===== src/rtl/hbc_pkg.sv =====
package hbc_pkg;

    localparam int HB_ADDR_W       = 36;
    localparam int HB_MB_SHIFT     = 20;
    localparam int HB_SEG_CNT      = 12;
    localparam int HB_SEG_SHIFT    = 14;
    localparam int HB_GAP_SZ_W     = 3;
    localparam int HB_GAP_MAX_CODE = 5;

    // Legacy area boundaries inside the first megabyte
    localparam int LG_VIDEO_LO = 'hA0000;
    localparam int LG_SEG_LO   = 'hC0000;
    localparam int LG_BIOS_LO  = 'hF0000;
    localparam int LG_TOP      = 'h100000;

    typedef enum logic [3:0] {
        RSN_NONE     = 4'd0,
        RSN_OVERSIZE = 4'd1,
        RSN_VIDEO    = 4'd2,
        RSN_SEGMENT  = 4'd3,
        RSN_HBIOS    = 4'd4,
        RSN_GAP      = 4'd5,
        RSN_HGAP     = 4'd6,
        RSN_TOM      = 4'd7,
        RSN_DEFAULT  = 4'd8
    } reason_t;

    typedef struct packed {
        logic    hit;
        logic    claim;
        reason_t reason;
    } dec_t;

    function automatic logic attr_grants(input logic [1:0] attr, input logic wr);
        return wr ? attr[1] : attr[0];
    endfunction

endpackage


===== src/rtl/hbc_bios_enable.sv =====
module hbc_bios_enable (
    input  logic clk,
    input  logic rst,
    input  logic role_compat,
    input  logic load,
    input  logic val,
    output logic en
);
    always_ff @(posedge clk) begin
        if (rst)       en <= role_compat;
        else if (load) en <= val;
    end
endmodule


===== src/rtl/hbc_legacy_dec.sv =====
module hbc_legacy_dec
    import hbc_pkg::*;
#(
    parameter int ADDR_W    = HB_ADDR_W,
    parameter int MB_SHIFT  = HB_MB_SHIFT,
    parameter int SEG_CNT   = HB_SEG_CNT,
    parameter int SEG_SHIFT = HB_SEG_SHIFT
) (
    input  logic [ADDR_W-1:0]    addr,
    input  logic                 wr,
    input  logic [2*SEG_CNT-1:0] seg_attr,
    input  logic                 video_en,
    input  logic                 hbios_en,
    output dec_t                 res
);
    localparam int LOW_W   = MB_SHIFT;
    localparam int CMP_W   = LOW_W + 1;
    localparam int SEG_LEN = 2 ** SEG_SHIFT;

    localparam logic [CMP_W-1:0] VID_LO = CMP_W'(LG_VIDEO_LO);
    localparam logic [CMP_W-1:0] SEG_LO = CMP_W'(LG_SEG_LO);
    localparam logic [CMP_W-1:0] BIO_LO = CMP_W'(LG_BIOS_LO);
    localparam logic [CMP_W-1:0] TOP    = CMP_W'(LG_TOP);

    logic             below_1m;
    logic [CMP_W-1:0] low;
    logic             in_video;
    logic             in_bios;
    logic [SEG_CNT-1:0] seg_hit;
    logic [SEG_CNT-1:0] seg_ok;

    assign below_1m = (addr[ADDR_W-1:MB_SHIFT] == '0);
    assign low      = {1'b0, addr[LOW_W-1:0]};
    assign in_video = below_1m && (low >= VID_LO) && (low < SEG_LO);
    assign in_bios  = below_1m && (low >= BIO_LO) && (low < TOP);

    for (genvar i = 0; i < SEG_CNT; i++) begin : g_seg
        localparam logic [CMP_W-1:0] S_LO = CMP_W'(LG_SEG_LO + i * SEG_LEN);
        localparam logic [CMP_W-1:0] S_HI = CMP_W'(LG_SEG_LO + (i + 1) * SEG_LEN);
        assign seg_hit[i] = below_1m && (low >= S_LO) && (low < S_HI);
        assign seg_ok[i]  = seg_hit[i] && attr_grants(seg_attr[2*i +: 2], wr);
    end

    always_comb begin
        res = '{hit: 1'b0, claim: 1'b0, reason: RSN_NONE};
        if (in_video) begin
            res.hit   = 1'b1;
            res.claim = video_en;
            if (video_en) res.reason = RSN_VIDEO;
        end else if (|seg_hit) begin
            res.hit   = 1'b1;
            res.claim = |seg_ok;
            if (|seg_ok) res.reason = RSN_SEGMENT;
        end else if (in_bios) begin
            res.hit   = 1'b1;
            res.claim = hbios_en;
            if (hbios_en) res.reason = RSN_HBIOS;
        end
    end
endmodule


===== src/rtl/hbc_window_dec.sv =====
module hbc_window_dec
    import hbc_pkg::*;
#(
    parameter int MB_W         = HB_ADDR_W - HB_MB_SHIFT,
    parameter int GAP_SZ_W     = HB_GAP_SZ_W,
    parameter int GAP_MAX_CODE = HB_GAP_MAX_CODE
) (
    input  logic [MB_W-1:0]     mb,
    input  logic [MB_W-1:0]     gap_base,
    input  logic [GAP_SZ_W-1:0] gap_size,
    input  logic [MB_W-1:0]     hgap_start,
    input  logic [MB_W-1:0]     hgap_end,
    input  logic [MB_W-1:0]     tom,
    input  logic                tom_en,
    output dec_t                res
);
    localparam int EXT_W = MB_W + 1;

    logic [EXT_W-1:0] gap_lim;
    logic             gap_on;
    logic             gap_hit;
    logic             hgap_on;
    logic             hgap_hit;
    logic             tom_hit;

    // One bit wider than the MB number so a gap near 64 GB does not wrap
    assign gap_lim  = {1'b0, gap_base} + (EXT_W'(1) << gap_size);
    assign gap_on   = (gap_size <= GAP_SZ_W'(GAP_MAX_CODE)) && (gap_base != '0);
    assign gap_hit  = gap_on && (mb >= gap_base) && ({1'b0, mb} < gap_lim);

    assign hgap_on  = (hgap_start != '0) && (hgap_end >= hgap_start);
    assign hgap_hit = hgap_on && (mb >= hgap_start) && (mb <= hgap_end);

    assign tom_hit  = tom_en && (mb >= tom);

    always_comb begin
        res = '{hit: 1'b0, claim: 1'b0, reason: RSN_NONE};
        if (gap_hit) begin
            res = '{hit: 1'b1, claim: 1'b1, reason: RSN_GAP};
        end else if (hgap_hit) begin
            res = '{hit: 1'b1, claim: 1'b1, reason: RSN_HGAP};
        end else if (tom_hit) begin
            res = '{hit: 1'b1, claim: 1'b1, reason: RSN_TOM};
        end
    end
endmodule


===== src/rtl/hb_mem_claim.sv =====
module hb_mem_claim
    import hbc_pkg::*;
#(
    parameter int ADDR_W       = HB_ADDR_W,
    parameter int MB_SHIFT     = HB_MB_SHIFT,
    parameter int SEG_CNT      = HB_SEG_CNT,
    parameter int SEG_SHIFT    = HB_SEG_SHIFT,
    parameter int GAP_SZ_W     = HB_GAP_SZ_W,
    parameter int GAP_MAX_CODE = HB_GAP_MAX_CODE,
    localparam int MB_W        = ADDR_W - MB_SHIFT
) (
    input  logic                 clk,
    input  logic                 rst,
    input  logic                 role_compat,
    input  logic                 default_resp,
    input  logic                 req_valid,
    input  logic [ADDR_W-1:0]    req_addr,
    input  logic                 req_write,
    input  logic                 req_oversize,
    input  logic                 other_claim,
    input  logic [2*SEG_CNT-1:0] seg_attr,
    input  logic                 video_en,
    input  logic                 hbios_load,
    input  logic                 hbios_val,
    input  logic [MB_W-1:0]      gap_base_mb,
    input  logic [GAP_SZ_W-1:0]  gap_size,
    input  logic [MB_W-1:0]      hgap_start_mb,
    input  logic [MB_W-1:0]      hgap_end_mb,
    input  logic [MB_W-1:0]      tom_mb,
    input  logic                 tom_en,
    output logic                 dec_valid,
    output logic                 dec_claim,
    output logic [3:0]           dec_reason
);
    logic hbios_en;
    dec_t lg_res;
    dec_t win_res;
    dec_t nxt;

    hbc_bios_enable u_bios (
        .clk         (clk),
        .rst         (rst),
        .role_compat (role_compat),
        .load        (hbios_load),
        .val         (hbios_val),
        .en          (hbios_en)
    );

    hbc_legacy_dec #(
        .ADDR_W    (ADDR_W),
        .MB_SHIFT  (MB_SHIFT),
        .SEG_CNT   (SEG_CNT),
        .SEG_SHIFT (SEG_SHIFT)
    ) u_legacy (
        .addr     (req_addr),
        .wr       (req_write),
        .seg_attr (seg_attr),
        .video_en (video_en),
        .hbios_en (hbios_en),
        .res      (lg_res)
    );

    hbc_window_dec #(
        .MB_W         (MB_W),
        .GAP_SZ_W     (GAP_SZ_W),
        .GAP_MAX_CODE (GAP_MAX_CODE)
    ) u_window (
        .mb         (req_addr[ADDR_W-1:MB_SHIFT]),
        .gap_base   (gap_base_mb),
        .gap_size   (gap_size),
        .hgap_start (hgap_start_mb),
        .hgap_end   (hgap_end_mb),
        .tom        (tom_mb),
        .tom_en     (tom_en),
        .res        (win_res)
    );

    // Priority: oversize, legacy areas (final when hit), windows, default
    always_comb begin
        nxt = '{hit: 1'b0, claim: 1'b0, reason: RSN_NONE};
        if (req_oversize) begin
            nxt.reason = RSN_OVERSIZE;
        end else if (lg_res.hit && lg_res.claim) begin
            nxt = lg_res;
        end else if (!lg_res.hit && win_res.hit) begin
            nxt = win_res;
        end else if (default_resp && !other_claim) begin
            nxt = '{hit: 1'b0, claim: 1'b1, reason: RSN_DEFAULT};
        end
    end

    always_ff @(posedge clk) begin
        if (rst) begin
            dec_valid  <= 1'b0;
            dec_claim  <= 1'b0;
            dec_reason <= RSN_NONE;
        end else begin
            dec_valid  <= req_valid;
            dec_claim  <= req_valid && nxt.claim;
            dec_reason <= req_valid ? nxt.reason : RSN_NONE;
        end
    end
endmodule


===== config.mk =====
export PLATFORM = sky130hd
export DESIGN_NAME = hb_mem_claim
export DESIGN_NICKNAME = d
export VERILOG_FILES = /design/src/rtl/hbc_pkg.sv /design/src/rtl/hbc_bios_enable.sv /design/src/rtl/hbc_legacy_dec.sv /design/src/rtl/hbc_window_dec.sv /design/src/rtl/hb_mem_claim.sv
export SDC_FILE = /design/constraint.sdc
export NUM_CORES = 1
export LEC_CHECK = 0
export BUFFER_PORTS_ARGS = -buffer_cell sky130_fd_sc_hd__buf_2
export CAP_MARGIN = 30
export CORE_UTILIZATION = 30
export CTS_BUF_LIST = sky130_fd_sc_hd__clkbuf_4 sky130_fd_sc_hd__clkbuf_8
export DETAILED_ROUTE_END_ITERATION = 10
export GPL_TIMING_DRIVEN = 0
export PLACE_DENSITY = 0.6
export SLEW_MARGIN = 25
export SYNTH_ARGS = -nofsm -noshare
export SYNTH_HDL_FRONTEND = slang
export SYNTH_SLANG_ARGS = --single-unit
export TNS_END_PERCENT = 1

===== constraint.sdc =====
create_clock -name clk -period 5.06 [get_ports clk]
set_input_delay 0.506 -clock clk [delete_from_list [all_inputs] [get_ports clk]]
set_output_delay 0.506 -clock clk [all_outputs]
set_load 0.1 [all_outputs]

Word level (Yosys, flattened, before mapping) --
Cells that the tools add are included.
Storage, ports and cells: register bits 7, bits in latches 0, RAM bits 0, bits in read-only memories 0, input port bits 139, output and inout port bits 6, logic and storage cells 132, memories 0
Cells by class: add/sub/neg operators 1, multiply operators 0, div/mod/pow operators 0, magnitude comparators 35, equal/unequal tests 0, shifts and indexed selects 1, mux-type cells 28, bitwise gates (word level) 1, reductions and logical operators 61
Operators with widths (count):
- >= comparator 20 bit (second input constant) | 14
- less-than comparator 20 bit (second input constant) | 13
- >= comparator 16 bit | 4
- logical AND 1 bit | 51
- 2-to-1 mux 6 bit | 6
- nonzero test 16 bit | 2
- OR reduction 12 bit | 2
- less-than comparator 20 x 21 -> 1 bit (second input constant) | 1
- adder 16 x 17 -> 17 bit | 1
- less-than comparator 16 x 17 -> 1 bit | 1
- left shift 1 x 3 -> 17 bit (first input constant) | 1
- <= comparator 16 bit | 1
- logical NOT 16 bit | 1
- 2-to-1 mux 1 bit | 16
- 2-to-1 mux 5 bit | 3
- 2-to-1 mux 2 bit | 2
- <= comparator 3 bit (second input constant) | 1
- 2-to-1 mux 3 bit | 1
- OR reduction 3 bit | 1
- logical NOT 1 bit | 2
- nonzero test 2 bit | 1
- OR reduction 2 bit | 1
- NOT 1 bit | 1

Depth between registers and ports, before layout --
depth after elaboration 14, gate-level depth with buffers 18, mapped depth without buffers 18

Hierarchy --
From an unflattened synthesis, not the netlist that was laid out.
Unflattened totals: cells, all modules 464, area total of the unflattened synthesis 3633.5 um^2
Modules (own cells, without submodules):
- hbc_window_dec | times used 1, cells each 384, area each 2920.3 um^2, seq. area each 0.0 um^2
- hbc_legacy_dec | times used 1, cells each 52, area each 389.1 um^2, seq. area each 0.0 um^2
- hb_mem_claim | times used 1, cells each 25, area each 272.8 um^2, seq. area each 120.1 um^2
- hbc_bios_enable | times used 1, cells each 3, area each 51.3 um^2, seq. area each 30.0 um^2

Worst setup path after synthesis --
No wires, ideal clock.
path kind in2reg, start in gap_size[1], end reg dec_reason[1], library setup time 115 ps, arrival 3650 ps, required time 4945 ps, setup slack 1295 ps, stages 18, path buffers 0, cells stage by stage nor3b_1 ha_1 a21o_1 a21oi_1 o21bai_1 a31oi_1 o21ai_0 nand3_1 nor3_1 xnor2_1 ha_1 o21ai_0 or2b_2 a21oi_1 a31o_1 o2111a_2 and3b_1 o21ba_1
On the way: cells in the longest elaborated chain, start to end 8, elaborated cells on any way between the ends 11, classes of those cells add/sub: 1; order compare: 2; shift: 1; mux: 3; reduce/logical: 4
Ends and longest elaborated chain:
- from (decl) | line hb_mem_claim.sv:26 | input logic [GAP_SZ_W-1:0] gap_size,
- left shift 1 x 3 -> 17 bit or <= comparator 3 bit (tied branches) | line hbc_window_dec.sv:27, hbc_window_dec.sv:28
- adder 16 x 17 -> 17 bit or logical AND 1 bit (tied branches) | line hbc_window_dec.sv:27, hbc_window_dec.sv:28
- less-than comparator 16 x 17 -> 1 bit or logical AND 1 bit (tied branches) | line hbc_window_dec.sv:29 | assign gap_hit = gap_on && (mb >= gap_base) && ({1'b0, mb} < gap_lim);
- logical AND 1 bit * | line hbc_window_dec.sv:29
- 2-to-1 mux 6 bit * | line hbc_window_dec.sv:38 | if (gap_hit) begin
- logical AND 1 bit | line hb_mem_claim.sv:85 | end else if (!lg_res.hit && win_res.hit) begin
- 2-to-1 mux 5 bit * | line hb_mem_claim.sv:85
- 2-to-1 mux 5 bit * | line hb_mem_claim.sv:83 | end else if (lg_res.hit && lg_res.claim) begin
- to (signal assigned) | line hb_mem_claim.sv:100 | dec_reason <= req_valid ? nxt.reason : RSN_NONE;
- to (decl) | line hb_mem_claim.sv:33 | output logic [3:0] dec_reason
Mark *: on every way between the ends. The rest lies on a longest branch, timed or not. A chain may end at the register's enable or synchronous reset.

Worst setup path after layout --
start in gap_size[0], end reg dec_reason[1]
Same word-level chain as after synthesis.

==> flow_metrics.tcl <==
set metrics [dict create \
    run_status "completed" \
    power_report.internal_total_uw 273 \
    period_minus_slack_ns 4.19 \
    worstSkewPairLatency_ns 0.23 \
    io_buf_count 125 \
    delay_of_the_slowest_critical_path_stage_ns 0.41 \
    synthToLayoutAreaGrowth_pct 24.6 \
    drtIter0Drc 132 \
    synth_nets 679 \
    holdWs_ns 0.488 \
    multi_input_logic_area_um2 3020 \
    hold_buffers 0 \
    switching_power_uw 213 \
    power-per-cell-area_nw_per_um2 113 \
    criticalPathCategory "primary input to register" \
    drv_cap 0 \
    grt_overflow 0 \
    postSynthRegisterBits 7 \
    yosys_warnings 0 \
    clock-root-buffer "clkbuf_8" \
    fin_skew_ns 0.00240 \
    crit_path_max_fanout 8 \
    clock.fmax_mhz 239 \
    worst_hold_path_type "primary input to register" \
    tightest_slew_ns 0.586 \
    global_route_wire_length_before_repair_um 16400 \
    ir_worst_vdd_mv 0.0785 \
    critical_path.slowest_cell "nor3b_1" \
    effective_utilization_at_floorplan_pct 31.3 \
    end_kind "register" \
    cp.arrival_ns 4.31 \
    synth_edf_count 1 \
    groute.layer.met1.usage_pct 23.9 \
    fillers 1174 \
    slew_headroom_pct 59.9 \
    final-max-slew-violation-count 0 \
    dpl.hpwl_um 9230 \
    gpl.final_weighted_congestion 0.914 \
    grt.total_usage_pct 17.2 \
    cp_data_required_time_ns 5.18 \
    post_route_cells_drive_above_1_share_pct 26.7 \
    number_of_failing_setup_endpoints_in_the_final_timing_report 0 \
    wirelength_um 10300 \
    vias 3675 \
    drt-pass1-iter-count 4 \
    floorplan.core_area_um2 11000 \
    final_min_period_over_clock_period_pct 82.8 \
    maximum_level_of_the_cts_h_tree 1 \
    synth_area_leaders "ha_1, inv_1, a21oi_1" \
    via_per_inst 5.21 \
    drt-wirelength-per-cell_um 14.6 \
    critical_path.n_buffers_inverters 1 \
    chipHeight_um 109 \
    rsz0062_at_grt "no" \
    cp_cell_sequence "buf_2, nor3b_1, ha_1, a21o_1, a21oi_1, o21bai_1, a31oi_1, o21ai_0, nand3_1, nor3_1, xnor2_1, ha_1, o21ai_0, or2b_2, a21oi_1, a31o_1, o2111a_2, and3b_1, o21ba_1" \
    grt_pass1_vias 3553 \
    boundaryPins 145 \
    antenna_violations_before_repair 0 \
    clockBufferDepth 2 \
    post_cts_resize_count 0 \
    gr-max-usage-layer "met2" \
    cts_sinks 7 \
    placementRows 38 \
    ys.flop_type "dfxtp_1" \
    cts_made_buffers 3 \
    hold_violations 0 \
    mappedNetlistArea_um2 3450 \
    tritoncts_clock_tree "done" \
    detail_route.drc_violations 0 \
    setup-tns-final_ns 0 \
    synth_cells 436 \
    clkSlewWorstSetupHoldPaths_ns 0.04 \
    post_place_cells 701 \
    critical-path-top-delay-family "compound AO/OA/AOI/OAI gates" \
    grtUsageMet2_pct 29.5 \
    antenna-diode-count 0 \
    power.sequential.fraction_pct 12.6 \
    fin_nets 809 \
    pin_count_of_the_biggest_net_entering_global_routing 9 \
    synth_top_area_cell "ha_1" \
    synth.yosys.seq_area_share_pct 4.35 \
    critPathLaunchType "primary input" \
    synthDistinctLibCells 61 \
    syn_area_per_cell_um2 7.92 \
    leakagePower_nw 2.29 \
    fp.dieArea_um2 11900 \
    layoutNonFillerInstCount 705 \
    global_route.usage.met3_pct 0.296 \
    clock_power_share_pct 17.3 \
    yosysTopAreaCellShare_pct 37.3 \
    combinationalPowerShare_pct 70.1 \
    cts.repair_timing.setup_buffer_count 0 \
    number_of_antenna_violating_nets_in_the_routed_design 0 \
    area.sequential_um2 150 \
    floorplan.die.width_um 109 \
    p_sw_share_pct 43.9 \
    asyncSetResetFlopFracSynth_pct 0 \
]
[state kept, by name, summed over array words and instances (netlist names)]
name	count
dec_valid	1
dec_reason	4
u_bios.en	1
dec_claim	1
[layout by cell type (no fill, tap or decap), types with 3 or more instances in the layout]
cell       instances
o21a_1             5
dfxtp_1            6
xnor2_1           12
nand4_1           10
a21oi_1           31
mux4_2             4
and4_1             4
ha_1             103
and3b_1            3
a21o_1             6
nand2b_1           7
mux2i_1            5
nor2_1            15
o21bai_1           3
nor2b_1            3
a2111oi_0          3
o21ai_0           27
inv_1             68
nand3_1           15
nor4_1            13
nor3_1            10
buf_2            126
nor3b_1            4
a31oi_1            3
clkbuf_1           3
nand2_1           15
a211oi_1          11
clkbuf_8           3
o211ai_1           6
[synth_stat cells (all sizes together), types with 5 or more instances]
library cell / n
a211oi: 12
a21o: 6
a21oi: 31
dfxtp: 6
ha: 103
inv: 68
mux2i: 5
nand2: 15
nand2b: 7
nand3: 15
nand4: 10
nor2: 17
nor3: 10
nor3b: 5
nor4: 13
o211ai: 6
o21a: 5
o21ai: 27
xnor2: 12
[cell families (layout without fill, tap and decap cells)]
family / count (synthesis) / count (layout) / share of synthesized area (%)
compound gates: 116 / 116 / 22.7
simple gates: 112 / 112 / 19.0
fa+ha+maj: 104 / 104 / 37.9
buf+inv: 73 / 202 / 8.08
xor+xnor: 13 / 13 / 3.30
mux: 11 / 11 / 4.71
flops: 7 / 7 / 4.35
[final timing paths]
| path | from | to | slack [ns] | depth (start not counted) |
|---|---|---|---|---|
| worst max-delay path | gap_size[0] | dec_reason[1]$_SDFF_PP0_ | 0.87 | 19 |
| worst min-delay path | rst | dec_valid$_SDFF_PP0_ | 0.49 | 2 |
| worst max register to register | u_bios.en$_DFFE_PP_ | dec_reason[3]$_SDFF_PP0_ | 4.06 | 4 |
| worst min register to register | u_bios.en$_DFFE_PP_ | dec_reason[2]$_SDFF_PP0_ | 0.65 | 2 |
[routing by layer]
layer | part of all wire (%) | vias to the layer above | wire length, µm
met3 | 3.3 | 12 | 334
met2 | 47 | 81 | 4820
met5 | 0 | - | 0
met1 | 48 | 1687 | 4950
li1 | - | 1895 | -
met4 | 1.5 | 0 | 158
[power groups by stage]
stage	clock (mW)	sequential (mW)	combinational [mW]
after detailed placement	0	0.0618	0.340
final	0.0843	0.0611	0.341
after floorplan	0	0.0763	0.199
after global placement	0	0.0619	0.329
after global routing	0.0876	0.0612	0.386
after CTS	0.0856	0.0610	0.342
[final cells by class]
type	instances	share of cell area, %
plain buffers	5	0.552
well taps	140	4.07
flip-flops and latches	7	3.49
multi-input cells	356	70.3
clock buffers	4	1.13
inverters	68	5.93
repair buffers	125	14.5
[through the flow]
stage                     power (mW)  util, %  instance area (µm²)  setup slack (ns)
after global routing           0.535     39.0                 4300             0.428
final                          0.486     39.0                 4300             0.871
after global placement         0.390     38.6                 4250             0.660
after detailed placement       0.402     38.6                 4250             0.601
after CTS                      0.489     39.0                 4300             0.837
after floorplan                0.276        -                 3450              1.29
No activity file was read; power rests on OpenSTA's default activity.
